===== src/rtl/fisp_pkg.sv =====
package fisp_pkg;
  typedef enum logic [1:0] {RG_APP = 2'd0, RG_LDR = 2'd1, RG_CFG = 2'd2, RG_NONE = 2'd3} region_e;
  typedef enum logic {OP_PROG = 1'b0, OP_ERASE = 1'b1} op_e;
  localparam logic [1:0] RC_CPU = 2'd2;
  localparam logic [1:0] RC_SYS = 2'd3;
  localparam int FAIL_BIT = 4;

  // Pulse width in microseconds; upper half of the code space is the shorter set.
  function automatic int unsigned pulse_us(input logic [2:0] code);
    int unsigned base;
    base = code[2] ? 20 : 40;
    return base + 5 * int'(code[1:0]);
  endfunction
endpackage


===== src/rtl/fisp_regs.sv =====
module fisp_regs (
  input  logic       clk,
  input  logic       rst_n,
  input  logic       reload_ok,
  input  logic       cfg_boot,
  input  logic       unlock,
  input  logic       wr,
  input  logic [7:0] wdata,
  input  logic       fail_set,
  output logic [7:0] ctrl
);
  import fisp_pkg::*;
  logic [2:0] ptime_q;
  logic       ldr_en_q, cfg_en_q, app_en_q, fail_q, boot_q;
  logic       wr_ok;

  assign wr_ok = wr && unlock;

  always_ff @(posedge clk or negedge rst_n) begin
    if (!rst_n) begin
      ptime_q  <= '0;
      ldr_en_q <= 1'b0;
      cfg_en_q <= 1'b0;
      app_en_q <= 1'b0;
      fail_q   <= 1'b0;
    end else begin
      if (wr_ok) begin
        ptime_q  <= wdata[7:5];
        ldr_en_q <= wdata[3];
        cfg_en_q <= wdata[2];
        app_en_q <= wdata[1];
      end
      if (fail_set)
        fail_q <= 1'b1;
      else if (wr_ok && wdata[FAIL_BIT])
        fail_q <= 1'b0;
    end
  end

  // Boot-select survives some reset causes, so it uses a conditional synchronous load.
  always_ff @(posedge clk) begin
    if (!rst_n) begin
      if (reload_ok) boot_q <= ~cfg_boot;
    end else if (wr_ok) begin
      boot_q <= wdata[0];
    end
  end

  assign ctrl = {ptime_q, fail_q, ldr_en_q, cfg_en_q, app_en_q, boot_q};
endmodule


===== src/rtl/fisp_perm.sv =====
module fisp_perm #(
  parameter int ADDR_W    = 12,
  parameter int APP_WORDS = 3072,
  parameter int LDR_WORDS = 1024,
  parameter int CFG_WORDS = 2
) (
  input  logic [1:0]        region,
  input  logic [ADDR_W-1:0] addr,
  input  logic              run_ldr,
  input  logic              app_en,
  input  logic              ldr_en,
  input  logic              cfg_en,
  output logic              bad
);
  import fisp_pkg::*;
  logic [31:0] a32;
  assign a32 = 32'(addr);

  always_comb begin
    case (region_e'(region))
      RG_APP:  bad = (!run_ldr && !app_en) || (a32 >= 32'(APP_WORDS));
      RG_LDR:  bad = run_ldr || !ldr_en || (a32 >= 32'(LDR_WORDS));
      RG_CFG:  bad = !cfg_en || (a32 >= 32'(CFG_WORDS));
      default: bad = 1'b1;
    endcase
  end
endmodule


===== src/rtl/fisp_timer.sv =====
module fisp_timer #(
  parameter int CLK_PER_US = 4
) (
  input  logic       clk,
  input  logic       rst_n,
  input  logic       start,
  input  logic [2:0] code,
  output logic       busy,
  output logic       fin
);
  import fisp_pkg::*;
  localparam int MAXC = 55 * CLK_PER_US;
  localparam int CW   = $clog2(MAXC + 1);

  logic [CW-1:0] cnt;
  logic [CW-1:0] load;

  assign load = CW'(pulse_us(code) * CLK_PER_US - 1);
  assign fin  = busy && (cnt == '0);

  always_ff @(posedge clk or negedge rst_n) begin
    if (!rst_n) begin
      busy <= 1'b0;
      cnt  <= '0;
    end else if (start) begin
      busy <= 1'b1;
      cnt  <= load;
    end else if (busy) begin
      if (cnt == '0) busy <= 1'b0;
      else           cnt  <= cnt - 1'b1;
    end
  end
endmodule


===== src/rtl/flash_isp_guard.sv =====
module flash_isp_guard #(
  parameter int ADDR_W     = 12,
  parameter int APP_WORDS  = 3072,
  parameter int LDR_WORDS  = 1024,
  parameter int CFG_WORDS  = 2,
  parameter int CLK_PER_US = 4
) (
  input  logic              clk,
  input  logic              rst_n,
  input  logic [1:0]        rst_cause,
  input  logic              cfg_boot,
  input  logic              unlock,
  input  logic              reg_wr,
  input  logic [7:0]        reg_wdata,
  output logic [7:0]        reg_rdata,
  input  logic              cmd_valid,
  output logic              cmd_ready,
  input  logic [1:0]        cmd_region,
  input  logic              cmd_op,
  input  logic [ADDR_W-1:0] cmd_addr,
  output logic              busy,
  output logic              done
);
  import fisp_pkg::*;
  logic [7:0] ctrl;
  logic       cmd_bad, accept, start, fail_set, fin, reload_ok, done_q;

  assign reload_ok = (rst_cause != RC_CPU) && (rst_cause != RC_SYS);
  assign cmd_ready = !busy;
  assign accept    = cmd_valid && cmd_ready;
  assign fail_set  = accept && cmd_bad;
  assign start     = accept && !cmd_bad && (op_e'(cmd_op) == OP_PROG);

  fisp_regs u_regs (
    .clk(clk), .rst_n(rst_n), .reload_ok(reload_ok), .cfg_boot(cfg_boot),
    .unlock(unlock), .wr(reg_wr), .wdata(reg_wdata), .fail_set(fail_set),
    .ctrl(ctrl)
  );

  fisp_perm #(
    .ADDR_W(ADDR_W), .APP_WORDS(APP_WORDS), .LDR_WORDS(LDR_WORDS), .CFG_WORDS(CFG_WORDS)
  ) u_perm (
    .region(cmd_region), .addr(cmd_addr), .run_ldr(ctrl[0]),
    .app_en(ctrl[1]), .ldr_en(ctrl[3]), .cfg_en(ctrl[2]), .bad(cmd_bad)
  );

  fisp_timer #(.CLK_PER_US(CLK_PER_US)) u_timer (
    .clk(clk), .rst_n(rst_n), .start(start), .code(ctrl[7:5]),
    .busy(busy), .fin(fin)
  );

  always_ff @(posedge clk or negedge rst_n) begin
    if (!rst_n) done_q <= 1'b0;
    else        done_q <= (accept && (cmd_bad || (op_e'(cmd_op) == OP_ERASE))) || fin;
  end

  assign done      = done_q;
  assign reg_rdata = ctrl;
endmodule


===== config.mk =====
export PLATFORM = sky130hd
export DESIGN_NAME = flash_isp_guard
export DESIGN_NICKNAME = d
export VERILOG_FILES = /design/src/rtl/fisp_pkg.sv /design/src/rtl/fisp_regs.sv /design/src/rtl/fisp_perm.sv /design/src/rtl/fisp_timer.sv /design/src/rtl/flash_isp_guard.sv
export SDC_FILE = /design/constraint.sdc
export NUM_CORES = 1
export LEC_CHECK = 0
export BUFFER_PORTS_ARGS = -buffer_cell sky130_fd_sc_hd__buf_2
export CORE_MARGIN = 2
export CORE_UTILIZATION = 47
export CTS_BUF_LIST = sky130_fd_sc_hd__clkbuf_8
export CTS_CLUSTER_DIAMETER = 100
export DETAILED_ROUTE_END_ITERATION = 7
export PLACE_DENSITY = 0.87
export SYNTH_ARGS = -nofsm -noshare
export SYNTH_HDL_FRONTEND = slang
export SYNTH_HIERARCHICAL = 1
export SYNTH_SLANG_ARGS = --single-unit

===== constraint.sdc =====
create_clock -name clk -period 4.91 [get_ports clk]
set_input_delay 0.2455 -clock clk [delete_from_list [all_inputs] [get_ports clk]]
set_output_delay 0.2455 -clock clk [all_outputs]
set_load 0.05 [all_outputs]

== Word-level counts from Yosys, hierarchy flattened ==
Index checks and enable logic that the tools add are counted.

* $lt $le $gt $ge: 3
* Reduce and logical (&&, ||, !) cells: 29
* Equal/unequal tests: 6
* Add/sub/neg operators: 3
* Multipliers: 1
* Bitwise logic cells: 2
* Mux-type cells: 13

{| class="wikitable"
|+ Operators with widths
! kind !! number
|-
| $mux 8 || 3
|-
| $sub 8x1->8 const B || 2
|-
| $ge 12x11->1 const B || 1
|-
| $ge 12x12->1 const B || 1
|-
| $ge 12x2->1 const B || 1
|-
| $logic_and 1x1->1 || 10
|-
| $logic_not 8->1 || 1
|-
| $mux 1 || 8
|-
| $add 6x5->6 || 1
|-
| $logic_not 1->1 || 6
|-
| $logic_or 1x1->1 || 6
|-
| $mux 6 || 1
|-
| $ne 2x2->1 const B || 3
|-
| $reduce_bool 2->1 || 3
|-
| $mul 3x2->5 const A || 1
|-
| $reduce_and 2->1 || 2
|-
| $pmux 1 s3 || 1
|-
| $eq 2x1->1 const B || 1
|-
| $eq 2x2->1 const B || 1
|-
| $logic_not 2->1 || 1
|-
| $ne 2x1->1 const B || 1
|-
| $not 1->1 || 2
|}

* Register bits: 18
* Output and inout port bits: 11
* Bits of input ports: 31

== Logic depth before layout (Yosys ltp) ==
* Depth in word-level cells: 9
* Depth in mapped cells: 9

== Cells and area by module ==
The synthesis kept the hierarchy.

{| class="wikitable"
|+ Modules (own cells, without submodules)
! module !! area each (um^2) !! instances !! cells an instance
|-
| fisp_timer || 723.2 || 1 || 75
|-
| fisp_regs || 379.1 || 1 || 27
|-
| fisp_perm || 83.8 || 1 || 10
|-
| flash_isp_guard || 77.6 || 1 || 8
|}

== Least setup slack after synthesis ==
Ideal clock, no wire load.

* Kind: register to register
* From: reg u_regs.ptime_q[2]
* To: reg u_timer.cnt[7]
* Required time: 4.831 ns
* Cell stages (with the launch flop): 10
* Arrival: 2.001 ns
* Setup time: 0.079 ns
* Buffers on the path: 0
* Path slack: 2.830 ns
* Path through: dfrtp_1 inv_1 ha_1 inv_1 ha_1 ha_1 nor2_1 nand2_1 xor2_1 mux2i_1

* Word-level cells in the longest chain between the ends: 4

{| class="wikitable"
|+ Ends and longest elaborated chain
! what !! RTL line !! RTL
|-
| start: declaration || fisp_regs.sv:13 || <nowiki>logic [2:0] ptime_q;</nowiki>
|-
| start signal: assignment || fisp_regs.sv:28 || <nowiki>ptime_q <= wdata[7:5];</nowiki>
|-
| $mux 6 || fisp_pkg.sv:11 || <nowiki>base = code[2] ? 20 : 40;</nowiki>
|-
| $add 6x5->6 || fisp_pkg.sv:12 || <nowiki>return base + 5 * int'(code[1:0]);</nowiki>
|-
| $sub 8x1->8 || fisp_timer.sv:18 || <nowiki>assign load = CW'(pulse_us(code) * CLK_PER_US - 1);</nowiki>
|-
| $mux 8 || fisp_timer.sv:25 || <nowiki>end else if (start) begin</nowiki>
|-
| end signal: assignment || fisp_timer.sv:27 || <nowiki>cnt <= load;</nowiki>
|-
| end signal: assignment || fisp_timer.sv:30 || <nowiki>else cnt <= cnt - 1'b1;</nowiki>
|-
| end: declaration || fisp_timer.sv:15 || <nowiki>logic [CW-1:0] cnt;</nowiki>
|}

Every way passes these cells.
A chain may end at the register's enable or synchronous reset.

== Worst setup path in the final report ==
* From: reg u_regs.cfg_en_q
* To: reg u_timer.cnt[4]

* Word-level cells in the longest chain between the ends: 8
* Elaborated cells on any way between the ends: 10
* Those cells by class: eq/ne (1); mux (2); reduce/logical (7)

{| class="wikitable"
|+ Ends and longest elaborated chain
! what !! RTL line !! RTL
|-
| start: declaration || fisp_regs.sv:14 || <nowiki>logic ldr_en_q, cfg_en_q, app_en_q, fail_q, boot_q;</nowiki>
|-
| start signal: assignment || fisp_regs.sv:30 || <nowiki>cfg_en_q <= wdata[2];</nowiki>
|-
| $logic_not 1->1 (*) || fisp_perm.sv:23 || <nowiki>RG_CFG: bad = !cfg_en || (a32 >= 32'(CFG_WORDS));</nowiki>
|-
| $logic_or 1x1->1 (*) || fisp_perm.sv:23 ||
|-
| $pmux 1 s3 (*) || fisp_perm.sv:20 || <nowiki>case (region_e'(region))</nowiki>
|-
| net cmd_bad || flash_isp_guard.sv:26 || <nowiki>logic cmd_bad, accept, start, fail_set, fin, reload_ok, done_q;</nowiki>
|-
| $logic_not 1->1 (*) || flash_isp_guard.sv:32 || <nowiki>assign start = accept && !cmd_bad && (op_e'(cmd_op) == OP_PROG);</nowiki>
|-
| $logic_and 1x1->1 (*) (2 in series) || flash_isp_guard.sv:32 ||
|-
| net start || flash_isp_guard.sv:26 ||
|-
| $ne 2x2->1 (no source line) / $reduce_bool 2->1 (equally long branches) || n/a ||
|-
| $reduce_and 2->1 (no source line) || n/a ||
|}

The timed path passes the listed nets; every way through them passes the cells marked *.

==> flow_metrics.tcl <==
set metrics [dict create \
    cp.depth 7 \
    maxSlewHeadroom_pct 58.6 \
    post_drt_wl_per_cell_um 14.2 \
    syn_area_per_cell_um2 10.5 \
    arrival_ns 2.29 \
    die_area_um2 3120 \
    place_hpwl_mm 2.05 \
    grt_max_degree 22 \
    synth_enable_flop_cells 1 \
    h-tree-depth 1 \
    maxCapViolCount 0 \
    yosysWarnings 6 \
    hold_violations 0 \
    die_x_um 55.9 \
    crit_slowest_cell "nor3_2" \
    wl_met2_mm 1.34 \
    crit_chain "nor4b_2 > nand4_1 > and3_1 > nor3_2 > inv_1 > o211ai_1 > o2111ai_1" \
    ant_nets 0 \
    synth_ff_type "dfrtp_1" \
    drt_iter0_markers 33 \
    insertion_delay_ns 0.26 \
    grt_first_pass_wirelength_mm 4.58 \
    nNetsFinal 198 \
    synthesis.area_um2 1260 \
    critical_path_required_ns 5.04 \
    final_area_um2 1510 \
    p_leak_nw 0.762 \
    clockBufferDepth 2 \
    power_w 0.000398 \
    cts-resized-gates 0 \
    r2r_cells 7 \
    status "finished clean" \
    grt_overflow_total 0 \
    synth_top_area_share_pct 33.7 \
    cp-end-kind "flip-flop" \
    crit_fanout 9 \
    cts_tree "done" \
    yosysUniqueCellTypes 42 \
    grt_usage_pct 18.7 \
    cellPowerDensity_nw_per_um2 263 \
    period_share_pct 44.1 \
    via_count 1046 \
    initial_core_util_pct 50.1 \
    ioPinCount 42 \
    dieHeight_um 55.9 \
    place.gp.congestion 0.853 \
    worst-setup-path-type "flip-flop to flip-flop" \
    synthesis.nets 159 \
    final_core_util_pct 59.9 \
    post-route-drc-count 0 \
    n_antenna_cell 0 \
    top_layer "met4" \
    ys_ff_latch 18 \
    cpPeakStageDelay_ns 0.55 \
    place_area_um2 1460 \
    max_freq_ghz 0.462 \
    crit_family "simple AND/OR/NAND/NOR gates" \
    slew_violations 0 \
    dr.pass1.iters 4 \
    rrSetupSlack_ns 2.75 \
    clock_sinks 18 \
    synth_top_area_cell "dfrtp_1" \
    rsz0062_at_grt "false" \
    rows 18 \
    grt_pass1_vias 1074 \
    worst-path-buf-inv 1 \
    critPathCapture "u_timer/cnt[4]$_DFFE_PN0P_" \
    reg2reg_from "u_regs/cfg_en_q$_DFFE_PN0P_" \
    core_area_um2 2520 \
    synth_async_sr_flop_share_pct 94.4 \
    setup_viol 0 \
    viasPerCell 5.56 \
    seq_area_frac_synth_pct 36.0 \
    min_period_ns 2.16 \
    clock_skew_ns 0.00414 \
    post_cts_buffers 0 \
    port_buffers 39 \
    clk_pin_slew_worst_paths_ns 0.07 \
    tns_ns 0 \
    hold_start "reg_wdata[5]" \
    wl_met1_mm 1.08 \
    drive_gt1_share_pct 38.6 \
    startpoint "u_regs/cfg_en_q$_DFFE_PN0P_" \
    area_growth_pct 19.5 \
    finalWirelength_mm 2.67 \
    yosys-top-cells-area "dfrtp_1, ha_1, mux2_4, inv_1, mux2i_1" \
    met3_length_um 194 \
    hp-class "input port to flip-flop" \
    irDropWorstVdd_uv 213 \
    start_kind "flip-flop" \
    synthCells 120 \
    tightest_slew_ns 0.618 \
    reg2reg_to "u_timer/cnt[4]$_DFFE_PN0P_" \
    antenna_found_initial 0 \
    cts_buffers 3 \
    ctsRootBufferMaster "clkbuf_8" \
]
-- metrics by stage --
| step | hold slack (ns) | setup slack, ns | std cells |
|---|---|---|---|
| finish | 0.215 | 2.75 | 188 |
| global placement | 0.214 | 2.71 | 183 |
| floorplan | -0.0501 | 2.83 | 120 |
| global route | 0.215 | 2.54 | 188 |
| CTS | 0.207 | 2.76 | 188 |
| detailed placement | 0.218 | 2.65 | 183 |
-- synthesized netlist by cell type (3+ instances only) --
master,instances
xnor2_1,3
nand4_1,3
o21ai_0,3
buf_4,5
ha_1,8
mux2_4,6
nand2_1,8
o211ai_1,3
mux2i_1,4
nor2_1,9
a21oi_1,3
dfrtp_1,17
inv_1,12
-- area by class of cell --
class / count / area, µm²
fillers: 209 / 1010
multi-input cells: 84 / 722
flip-flops and latches: 18 / 455
repair buffers: 40 / 205
inverters: 12 / 45.0
clock buffers: 3 / 41.3
well taps: 30 / 37.5
clock inverters: 1 / 3.75
-- registers in the layout (all words and copies together), names as in the netlist --
| register | cells |
|---|---|
| done | 1 |
| u_regs/app_en_q | 1 |
| u_regs/boot_q | 1 |
| u_regs/cfg_en_q | 1 |
| u_regs/fail_q | 1 |
| u_regs/ldr_en_q | 1 |
| u_regs/ptime_q | 3 |
| u_timer/busy | 1 |
| u_timer/cnt | 8 |
-- worst min-delay path by stage --
stage	endpoint	slack (ns)	depth (start not counted)
2_1_floorplan	done$_DFF_PN0_	-0.05	0
3_3_place_gp	u_timer/cnt[0]$_DFFE_PN0P_	0.21	1
3_5_place_dp	u_timer/cnt[1]$_DFFE_PN0P_	0.22	1
4_1_cts	u_regs/ptime_q[0]$_DFFE_PN0P_	0.21	2
5_1_grt	u_regs/ptime_q[1]$_DFFE_PN0P_	0.21	2
6_report	u_regs/ptime_q[0]$_DFFE_PN0P_	0.22	2
-- layout by cell type (no fill, tap or decap), types with 2 or more instances in the layout --
cell type and n:
buf_2 39, dfrtp_1 17, inv_1 13, nor2_1 9
nand2_1 8, ha_1 8, mux2_4 6, mux2i_1 4
clkbuf_8 3, nand4_1 3, o21ai_0 3, xnor2_1 3
o211ai_1 3, a21oi_1 3, and3_1 2, nor4b_2 2
a211oi_1 2, nand3_1 2, a311oi_1 2, nor2b_1 2
xor2_1 2
-- where the power goes --
part	leakage (nW)	internal, W	switching, W
Sequential	0.214	0.000158	0.00000882
Clock	0.0269	0.0000557	0.0000502
Combinational	0.521	0.0000486	0.0000765
-- per-layer routing --
layer | track usage (%) | vias up
li1 | - | 504
met1 | 21.8 | 496
met2 | 31.1 | 39
met3 | 4.65 | 7
met4 | 10.5 | 0
met5 | 0 | -
-- logic make-up (layout without fill, tap and decap cells) --
kind of cell             after synthesis  in the layout  synth area share (%)
flip-flops                            18             18                  36.0
AND/OR/NAND/NOR                       41             41                  23.5
multiplexers                          10             10                  10.3
XOR/XNOR                               5              5                  3.47
adder cells (fa/ha/maj)                8              8                  7.92
buffers and inverters                 18             56                  6.83
AO/OA/AOI/OAI                         20             20                  12.0
-- timing repair --
action | 4_1_cts | 5_1_grt
hold buffers | 1 | 0
hold endpoints to repair | 17 | 0
setup endpoints to repair | 0 | 0
Power figures use the tool's default switching activity.
